===== src/rtl/alu2_pkg.sv =====
package alu2_pkg;
    typedef enum logic [3:0] {
        OP_ADD  = 4'd0,
        OP_SUB  = 4'd1,
        OP_SLT  = 4'd2,
        OP_SLTU = 4'd3,
        OP_SLL  = 4'd4,
        OP_SRL  = 4'd5,
        OP_SRA  = 4'd6,
        OP_OR   = 4'd7,
        OP_AND  = 4'd8,
        OP_XOR  = 4'd9,
        OP_MOVE = 4'd10
    } alu_op_e;

    typedef enum logic [2:0] {
        BR_EQ      = 3'd0,
        BR_NE      = 3'd1,
        BR_ZERO    = 3'd2,
        BR_NONZERO = 3'd3,
        BR_LT      = 3'd4,
        BR_GE      = 3'd5,
        BR_LTU     = 3'd6,
        BR_GEU     = 3'd7
    } br_cond_e;
endpackage


===== src/rtl/alu2_arith.sv =====
module alu2_arith
    import alu2_pkg::*;
#(
    parameter int W = 16
) (
    input  alu_op_e        op,
    input  logic [W-1:0]   a,
    input  logic [W-1:0]   b,
    output logic [W-1:0]   res
);
    logic lt_s;
    logic lt_u;

    always_comb begin
        lt_s = $signed(a) < $signed(b);
        lt_u = a < b;
        unique case (op)
            OP_ADD:  res = a + b;
            OP_SUB:  res = a - b;
            OP_SLT:  res = {{(W-1){1'b0}}, lt_s};
            OP_SLTU: res = {{(W-1){1'b0}}, lt_u};
            OP_OR:   res = a | b;
            OP_AND:  res = a & b;
            OP_XOR:  res = a ^ b;
            OP_MOVE: res = b;
            default: res = '0;
        endcase
    end
endmodule


===== src/rtl/alu2_shift.sv =====
module alu2_shift
    import alu2_pkg::*;
#(
    parameter int W   = 16,
    parameter int SHW = $clog2(W)
) (
    input  alu_op_e          op,
    input  logic [W-1:0]     a,
    input  logic [SHW-1:0]   sh,
    output logic [W-1:0]     res
);
    always_comb begin
        unique case (op)
            OP_SLL:  res = a << sh;
            OP_SRL:  res = a >> sh;
            OP_SRA:  res = W'($signed(a) >>> sh);
            default: res = '0;
        endcase
    end
endmodule


===== src/rtl/alu2_brcmp.sv =====
module alu2_brcmp
    import alu2_pkg::*;
#(
    parameter int W = 16
) (
    input  br_cond_e       cond,
    input  logic [W-1:0]   a,
    input  logic [W-1:0]   b,
    output logic           take
);
    logic eq, lt_s, lt_u, a_zero;

    always_comb begin
        eq     = (a == b);
        lt_s   = $signed(a) < $signed(b);
        lt_u   = a < b;
        a_zero = (a == '0);
        unique case (cond)
            BR_EQ:      take = eq;
            BR_NE:      take = !eq;
            BR_ZERO:    take = a_zero;
            BR_NONZERO: take = !a_zero;
            BR_LT:      take = lt_s;
            BR_GE:      take = !lt_s;
            BR_LTU:     take = lt_u;
            BR_GEU:     take = !lt_u;
            default:    take = 1'b0;
        endcase
    end
endmodule


===== src/rtl/alu2_top.sv =====
module alu2_top
    import alu2_pkg::*;
#(
    parameter int W   = 16,
    parameter int SHW = $clog2(W)
) (
    input  logic          clk,
    input  logic          rst_n,
    input  logic [3:0]    op_sel,
    input  logic [2:0]    br_sel,
    input  logic [W-1:0]  opnd_a,
    input  logic [W-1:0]  opnd_b,
    input  logic [W-1:0]  shamt,
    output logic [W-1:0]  result,
    output logic          taken
);
    alu_op_e        op;
    br_cond_e       cond;
    logic [W-1:0]   arith_res;
    logic [W-1:0]   shift_res;
    logic [W-1:0]   res_d;
    logic           take_d;
    logic           is_shift;
    logic           unused_sh_hi;

    assign op           = alu_op_e'(op_sel);
    assign cond         = br_cond_e'(br_sel);
    assign unused_sh_hi = ^shamt[W-1:SHW];

    alu2_arith #(.W(W)) u_arith (
        .op  (op),
        .a   (opnd_a),
        .b   (opnd_b),
        .res (arith_res)
    );

    alu2_shift #(.W(W), .SHW(SHW)) u_shift (
        .op  (op),
        .a   (opnd_a),
        .sh  (shamt[SHW-1:0]),
        .res (shift_res)
    );

    alu2_brcmp #(.W(W)) u_br (
        .cond (cond),
        .a    (opnd_a),
        .b    (opnd_b),
        .take (take_d)
    );

    always_comb begin
        is_shift = (op == OP_SLL) || (op == OP_SRL) || (op == OP_SRA);
        res_d    = is_shift ? shift_res : arith_res;
    end

    always_ff @(posedge clk or negedge rst_n) begin
        if (!rst_n) begin
            result <= '0;
            taken  <= 1'b0;
        end else begin
            result <= res_d;
            taken  <= take_d;
        end
    end
endmodule


===== config.mk =====
export PLATFORM = sky130hd
export DESIGN_NAME = alu2_top
export DESIGN_NICKNAME = d
export VERILOG_FILES = /design/src/rtl/alu2_pkg.sv /design/src/rtl/alu2_arith.sv /design/src/rtl/alu2_shift.sv /design/src/rtl/alu2_brcmp.sv /design/src/rtl/alu2_top.sv
export SDC_FILE = /design/constraint.sdc
export NUM_CORES = 1
export LEC_CHECK = 0
export CAP_MARGIN = 40
export CORE_MARGIN = 1
export CORE_UTILIZATION = 58
export CTS_CLUSTER_DIAMETER = 60
export DETAILED_ROUTE_END_ITERATION = 16
export PLACE_DENSITY = 0.82
export RECOVER_POWER = 100
export SLEW_MARGIN = 10
export SYNTH_ARGS = -nofsm -noshare
export SYNTH_HDL_FRONTEND = slang
export SYNTH_HIERARCHICAL = 1
export SYNTH_SLANG_ARGS = --single-unit

===== constraint.sdc =====
create_clock -name clk -period 0.8 [get_ports clk]
set_input_delay 0.16 -clock clk [delete_from_list [all_inputs] [get_ports clk]]
set_output_delay 0.16 -clock clk [all_outputs]
set_load 0.02 [all_outputs]

==> results of run 1 <==
## Yosys cell counts (11+ instances only)
cell type and count:
nor2b_1 11, o21ai_0 30, mux2i_1 34, ha_1 66, nor2_1 59, nor3_1 28, clkbuf_1 17, nand2b_1 13
a21oi_1 44, mux2_2 29, dfrtp_1 17, buf_2 17, nand2_1 53, inv_1 66
## cell families after synthesis
group           Yosys count  synth area share, %
compound gates          196                25.96
xor+xnor                  8                1.253
fa+ha+maj                68                15.48
buf+inv                 118                9.913
flops                    17                7.608
mux                      80                19.31
simple gates            223                20.47
## metrics by stage
stage / hold WS, ns / util (%) / std cells / setup TNS, ns / worst slack (ns)
3_5_place_dp: 0.5085 / 86.79 / 1073 / -39.65 / -2.316
2_1_floorplan: -0.1356 / - / 710 / -19.33 / -1.379
3_3_place_gp: 0.5116 / 86.79 / 1073 / -37.79 / -2.175
==> impl_metrics.toml, run 1 <==
[run_status]
outcome = "did not finish"
failing_step = "clock tree synthesis"
error_line = "[ERROR DPL-0038] Utilization greater than 100%, impossible to legalize"

[clock_network]
post_cts_resized = 424
htreeDepth = 1
clock_path_buffers = 2
cts_setup_buffers = 62
cts_buffers = 3
holdBufCountCts = 0
root_buffer = "clkbuf_8"
clkSinkCount = 17

[logic_synthesis]
synth_warnings = 6
synthArstFlopShare_pct = 100.0
syn_avg_cell_area_um2 = 7.876
yosys.area.top_type_share_pct = 14.77
ys_ff_latch = 17
ys.flop_type = "dfrtp_1"
yosysUniqueCellTypes = 92
synth_edf_count = 0
synth_area_mm2 = 0.005592
synthTopCellsByArea = "ha_1, dfrtp_1, mux2i_1, mux2_2, mux4_1"
yosysSeqAreaShare_pct = 7.608
synthesis.nets = 835
synth_cells = 710
synth_top_cell_by_area = "ha_1"

[placement]
dpl.hpwl_um = 19220
io_buffers = 61
dpl_cell_area_mm2 = 0.008058
gp_congestion = 1.109

[floorplanning]
io_pins = 74
start_util_pct = 60.23
die_y_um = 100.2
fp-row-count = 35
dieWidth_um = 100.2
==> run 2, diff against run 1 <==
CORE_UTILIZATION = 40   (was 58)
CTS_CLUSTER_DIAMETER = not set   (was 60)
PLACE_DENSITY = not set   (was 0.82)
PLACE_DENSITY_LB_ADDON = 0.15   (was not set)
==> impl_metrics.toml, run 2 <==
[run_status]
outcome = "finished with violations"
violations = "setup timing"

[placement]
placedCellCount = 1134
dpl_cell_area_mm2 = 0.008209
dpl.hpwl_um = 19090
io_buffers = 61
dp_slack_ns = -2.338
gp_congestion = 0.9328

[finish]
final_common_cell = "buf_4"
layout-drive-gt1-share_pct = 55.81
insertedDiodeCount = 0
final_cell_mix = "buf_4, buf_6, nor2_1, nand2_1, inv_1"
final_cells = 1208
largest_reg_flops = 16
reg.largest.list = "result: 16 flops, taken: 1 flops"
ff_latch_area_um2 = 425.4
fillers = 960
regMostFlops = "result"
multi_input_area_mm2 = 0.005680
synthToLayoutAreaGrowth_pct = 77.36
fin_area_mm2 = 0.009917
nets = 1158

[worst_setup_path]
crit_chain = "buf_6 > buf_4 > fa_2 > o21ba_4 > nor4_4 > buf_4 > o31ai_1 > a21oi_1 > o21ai_1 > mux2i_1 > o21ai_2 > mux2_4"
worstSetupPathType = "in -> reg"
worst-path-max-fanout = 3
crit_cells = 12
start_kind = "input pin"
critPathSlowestCell = "fa_2"
arrival_ns = 2.64
slowest_delay_ns = 0.38
critPathRequiredTime_ns = 0.93
worst_setup_path_end_kind = "flop"
crit_start = "opnd_b[1]"
crit_buf_inv = 3
crit_top_cell = "buf_4"
cp_top_family = "compound AO/OA/AOI/OAI gates"
cp-endpoint = "result[10]$_DFF_PN0_"

[clock_network]
clkSinkCount = 17
cts_buffers = 3
htreeDepth = 1
holdBufCountCts = 0
path_clk_slew_ns = 0.05
tritoncts = "built"
root_buffer = "clkbuf_16"
clock_path_buffers = 2

[timing]
rsz0062_at_grt = "yes"
max_slew_margin_pct = 63.12
fin_crit_sh_pct = 313.9
finalMaxSlewViolations = 0
fmax_ghz = 0.3982
fin_ws_ns = -1.712
hold_viol_final = 0
worst_pin_slew_ns = 0.5490
setup_violations = 34
min_period_ns = 2.512

[floorplanning]
dieWidth_um = 120.2
io_pins = 74
core-area_mm2 = 0.01345
die_y_um = 120.2
start_util_pct = 41.56
die-area_mm2 = 0.01446
fp-row-count = 42

[logic_synthesis]
synth_area_mm2 = 0.005592
synthTopCellsByArea = "ha_1, dfrtp_1, mux2i_1, mux2_2, mux4_1"
ys_top_cells_by_count = "ha_1, inv_1, nor2_1"
yosys.area.top_type_share_pct = 14.77
synth_top_cell_by_area = "ha_1"
synth_warnings = 6
ys_ff_latch = 17
synthesis.nets = 835
yosysSeqAreaShare_pct = 7.608
syn_avg_cell_area_um2 = 7.876
synthArstFlopShare_pct = 100.0
yosysUniqueCellTypes = 92
synth_cells = 710
synth_edf_count = 0
ys.flop_type = "dfrtp_1"

[global_route]
grt_pass1_wl_um = 39560
grt_max_degree = 28
overflow = 0
grt_pass1_vias = 7369
antenna_found_initial = 0
grt_util_all_layers_pct = 35.31

[pwr]
power.share.sequential_pct = 11.7
total_power_mw = 8.902
p_leak_nw = 4.500
pwr-share-clk_pct = 10.9
combPwrFrac_pct = 77.3
swShare_pct = 42.41
internal-power_mw = 5.126
irDropWorstVdd_v = 0.0006718
switchingPower_mw = 3.776
power.density_mw_per_mm2 = 897.7

[routing]
wl_per_cell_um = 23.31
drc_errors = 0
drt_first_pass_iters = 6
final_antenna_net_count = 0
vias_per_cell = 6.237
vias = 7534
wirelength_um = 28160
drt-initial-drc-count = 662

[job]
cap_violations = 0

[hold_path]
worstHoldPathType = "in -> async"
run 2: cell counts after synthesis:
Identical to the previous run, type by type.
run 2: cell type report:
class                           instances  share of cell area, %
Timing Repair Buffer                  368                  32.11
Clock buffer                            4                 0.7949
Inverter                               68                  3.306
Tap cell                              176                  2.221
Sequential cell                        17                  4.290
Multi-Input combinational cell        575                  57.28
run 2: worst min path at each step:
stage	start	endpoint
floorplan	rst_n	result[0]$_DFF_PN0_
global placement	rst_n	result[11]$_DFF_PN0_
detailed placement	rst_n	result[13]$_DFF_PN0_
CTS	rst_n	result[13]$_DFF_PN0_
global route	rst_n	taken$_DFF_PN0_
finish	rst_n	result[13]$_DFF_PN0_
run 2: routing by layer:
| metal | wire [µm] | share of wire (%) | vias to the layer above | GRT usage, % |
|---|---|---|---|---|
| met1 | 10820 | 38 | 3609 | 44.09 |
| met4 | 2112 | 7.5 | 0 | 19.83 |
| li1 | - | - | 3264 | - |
| met2 | 13050 | 46 | 498 | 59.02 |
| met5 | 0 | 0 | - | 0 |
| met3 | 2176 | 7.7 | 163 | 4.009 |
run 2: what timing repair did:
| item | CTS | global route |
|---|---|---|
| resized for setup | 424 | 100 |
| buffers inserted | 57 | 21 |
| endpoints found under the hold margin | 0 | 0 |
| endpoints found under the setup margin | 34 | 34 |
| cloned | 1 | 0 |
| pin swaps | 89 | 64 |
run 2: through the flow:
stage               util, %  hold slack (ns)  TNS [ns]
global route          73.72           0.4261    -26.34
finish                73.72           0.3868    -25.39
CTS                   70.66           0.2683    -25.43
floorplan                 -          -0.1356    -19.33
detailed placement    61.02           0.5139    -39.95
global placement      61.02           0.5128    -39.32
run 2: cell families after synthesis:
| kind of cell | share of synthesized area, % |
|---|---|
| adders and majority gates | 15.48 |
| muxes | 19.31 |
| DFF | 7.608 |
| and+or+nand+nor | 20.47 |
| buffers and inverters | 9.913 |
| xor gates and xnor gates | 1.253 |
| AOI/OAI and AO/OA | 25.96 |
run 2: power groups by stage:
stage	Sequential, mW	Clock [mW]	Combinational, mW
after floorplan	1.19	0	2.61
after global placement	1.03	0	5.09
after detailed placement	1.03	0	5.17
after CTS	1.04	0.993	6.19
after global routing	1.05	1.02	7.19
final	1.05	0.971	6.89
Power figures use the tool's default switching activity.
==> run 3, diff against run 2 <==
CAP_MARGIN = not set   (was 40)
==> results of run 3 <==
Same layout as run 2: the final DEF is identical, and so are final timing and power.
==> run 4, diff against run 3 <==
clock period = 2.7 ns   (was 0.8 ns; I/O delays follow)
==> impl_metrics.toml, run 4 (synthesis results as in run 2) <==
[run_status]
outcome = "complete, no violations"

[timing]
finalMaxSlewViolations = 0
setup_violations = 0
max_slew_margin_pct = 50.66
fin_crit_sh_pct = 99.44
worst_pin_slew_ns = 0.7376
finalSetupTns_ns = 0
rsz0062_at_grt = "yes"
hold_viol_final = 0
fmax_ghz = 0.3724
min_period_ns = 2.685
fin_ws_ns = 0.01500

[finish]
nets = 1085
final_cell_mix = "buf_4, nor2_1, nand2_1, inv_1, ha_1"
layout-drive-gt1-share_pct = 43.07
synthToLayoutAreaGrowth_pct = 55.63
final_cells = 1135
insertedDiodeCount = 0
reg.largest.list = "result: 16 flops, taken: 1 flops"
final_common_cell = "buf_4"
largest_reg_flops = 16
regMostFlops = "result"

[worst_setup_path]
worst-path-max-fanout = 3
worst_setup_path_end_kind = "flop"
worstSetupPathType = "in -> reg"
critPathSlowestCell = "or4b_4"
slowest_delay_ns = 0.49
arrival_ns = 2.87
critPathRequiredTime_ns = 2.88
start_kind = "input pin"
crit_chain = "dlygate4sd2_1 > inv_1 > ha_1 > a21oi_1 > nand2_1 > a22oi_1 > or4b_4 > and4b_1 > a211oi_2 > buf_4"

[routing]
vias_per_cell = 5.942
wirelength_um = 24110
final_antenna_net_count = 0
drt_first_pass_iters = 5
drt-initial-drc-count = 549
drc_errors = 0
wl_per_cell_um = 21.25
vias = 6744

[placement]
gp_congestion = 0.9737
dp_slack_ns = -0.8213
dpl.hpwl_um = 18610
placedCellCount = 1097
io_buffers = 61

[clock_network]
root_buffer = "clkbuf_16"
htreeDepth = 1
cts_buffers = 3
holdBufCountCts = 0
path_clk_slew_ns = 0.05
tritoncts = "built"
clkSinkCount = 17
clock_path_buffers = 2

[floorplanning]
die_y_um = 120.2
dieWidth_um = 120.2
core-area_mm2 = 0.01345
start_util_pct = 41.56
io_pins = 74
die-area_mm2 = 0.01446
fp-row-count = 42

[global_route]
grt_util_all_layers_pct = 33.25
overflow = 0
grt_pass1_vias = 6791
grt_max_degree = 18
antenna_found_initial = 0
grt_pass1_wl_um = 37240

[hold_path]
worstHoldPathType = "in -> async"

[pwr]
power.density_mw_per_mm2 = 263.2
total_power_mw = 2.291
irDropWorstVdd_v = 0.0002028
p_leak_nw = 4.002

[job]
cap_violations = 0
-- run 4: changes by cell type in the layout (fill, tap and decap cells not counted), sizes merged --
cell	delta
dlygate4sd2	+9
buf	-111
clkdlybuf4s50	+6
clkbuf	+4
dlygate4sd3	+17
dlymetal6s2s	+1
clkinv	+1
-- run 4: stage by stage --
step	utilization [%]	hold WS (ns)	instance area [µm²]
after global routing	64.69	0.8782	8702
after detailed placement	57.06	1.013	7676
after global placement	57.06	1.024	7676
after CTS	62.69	0.7541	8433
final	64.69	0.8008	8702
after floorplan	-	0.2444	5598
-- run 4: power breakdown --
part	switching (mW)	total (mW)	internal, mW
sequential	0.0102	0.301	0.290
combinational	0.869	1.70	0.830
clock	0.0937	0.292	0.198
-- run 4: timing repair --
action / in CTS / in global routing
setup endpoints to repair: 15 / 14
pin swaps: 48 / 46
hold endpoints to repair: 0 / 0
gates resized for setup: 177 / 70
setup buffers: 25 / 9
-- run 4: layer usage --
metal | routed length, µm | track usage, % | part of all wire (%)
met5 | 0 | 0 | 0
met1 | 9915 | 40.38 | 41
met4 | 1008 | 13.58 | 4.2
met2 | 12100 | 60.13 | 50
met3 | 1092 | 2.783 | 4.5
-- run 4: critical path, delay by kind of cell --
family | cells | cell delay (ns)
compound gates | 3 | 0.61
fa+ha+maj | 1 | 0.34
buf+inv | 3 | 0.58
simple gates | 3 | 0.81
-- run 4: how the worst max path moves through the flow --
stage | startpoint | end | slack (ns) | cells after the start
floorplan | opnd_a[0] | result[12]$_DFF_PN0_ | 0.02 | 11
global placement | opnd_a[0] | result[8]$_DFF_PN0_ | -0.81 | 14
detailed placement | opnd_a[0] | result[8]$_DFF_PN0_ | -0.82 | 14
CTS | opnd_a[0] | result[8]$_DFF_PN0_ | -0.01 | 14
global route | opnd_b[3] | result[7]$_DFF_PN0_ | -0.03 | 12
finish | opnd_b[14] | taken$_DFF_PN0_ | 0.01 | 10
-- run 4: final cells by class --
type	count	area, µm²
well taps	176	220.2
fillers	1181	4751
repair buffers	295	2422
flip-flops and latches	17	425.4
inverters	68	262.8
clock buffers	3	75.07
multi-input cells	575	5291
clock inverters	1	5.005
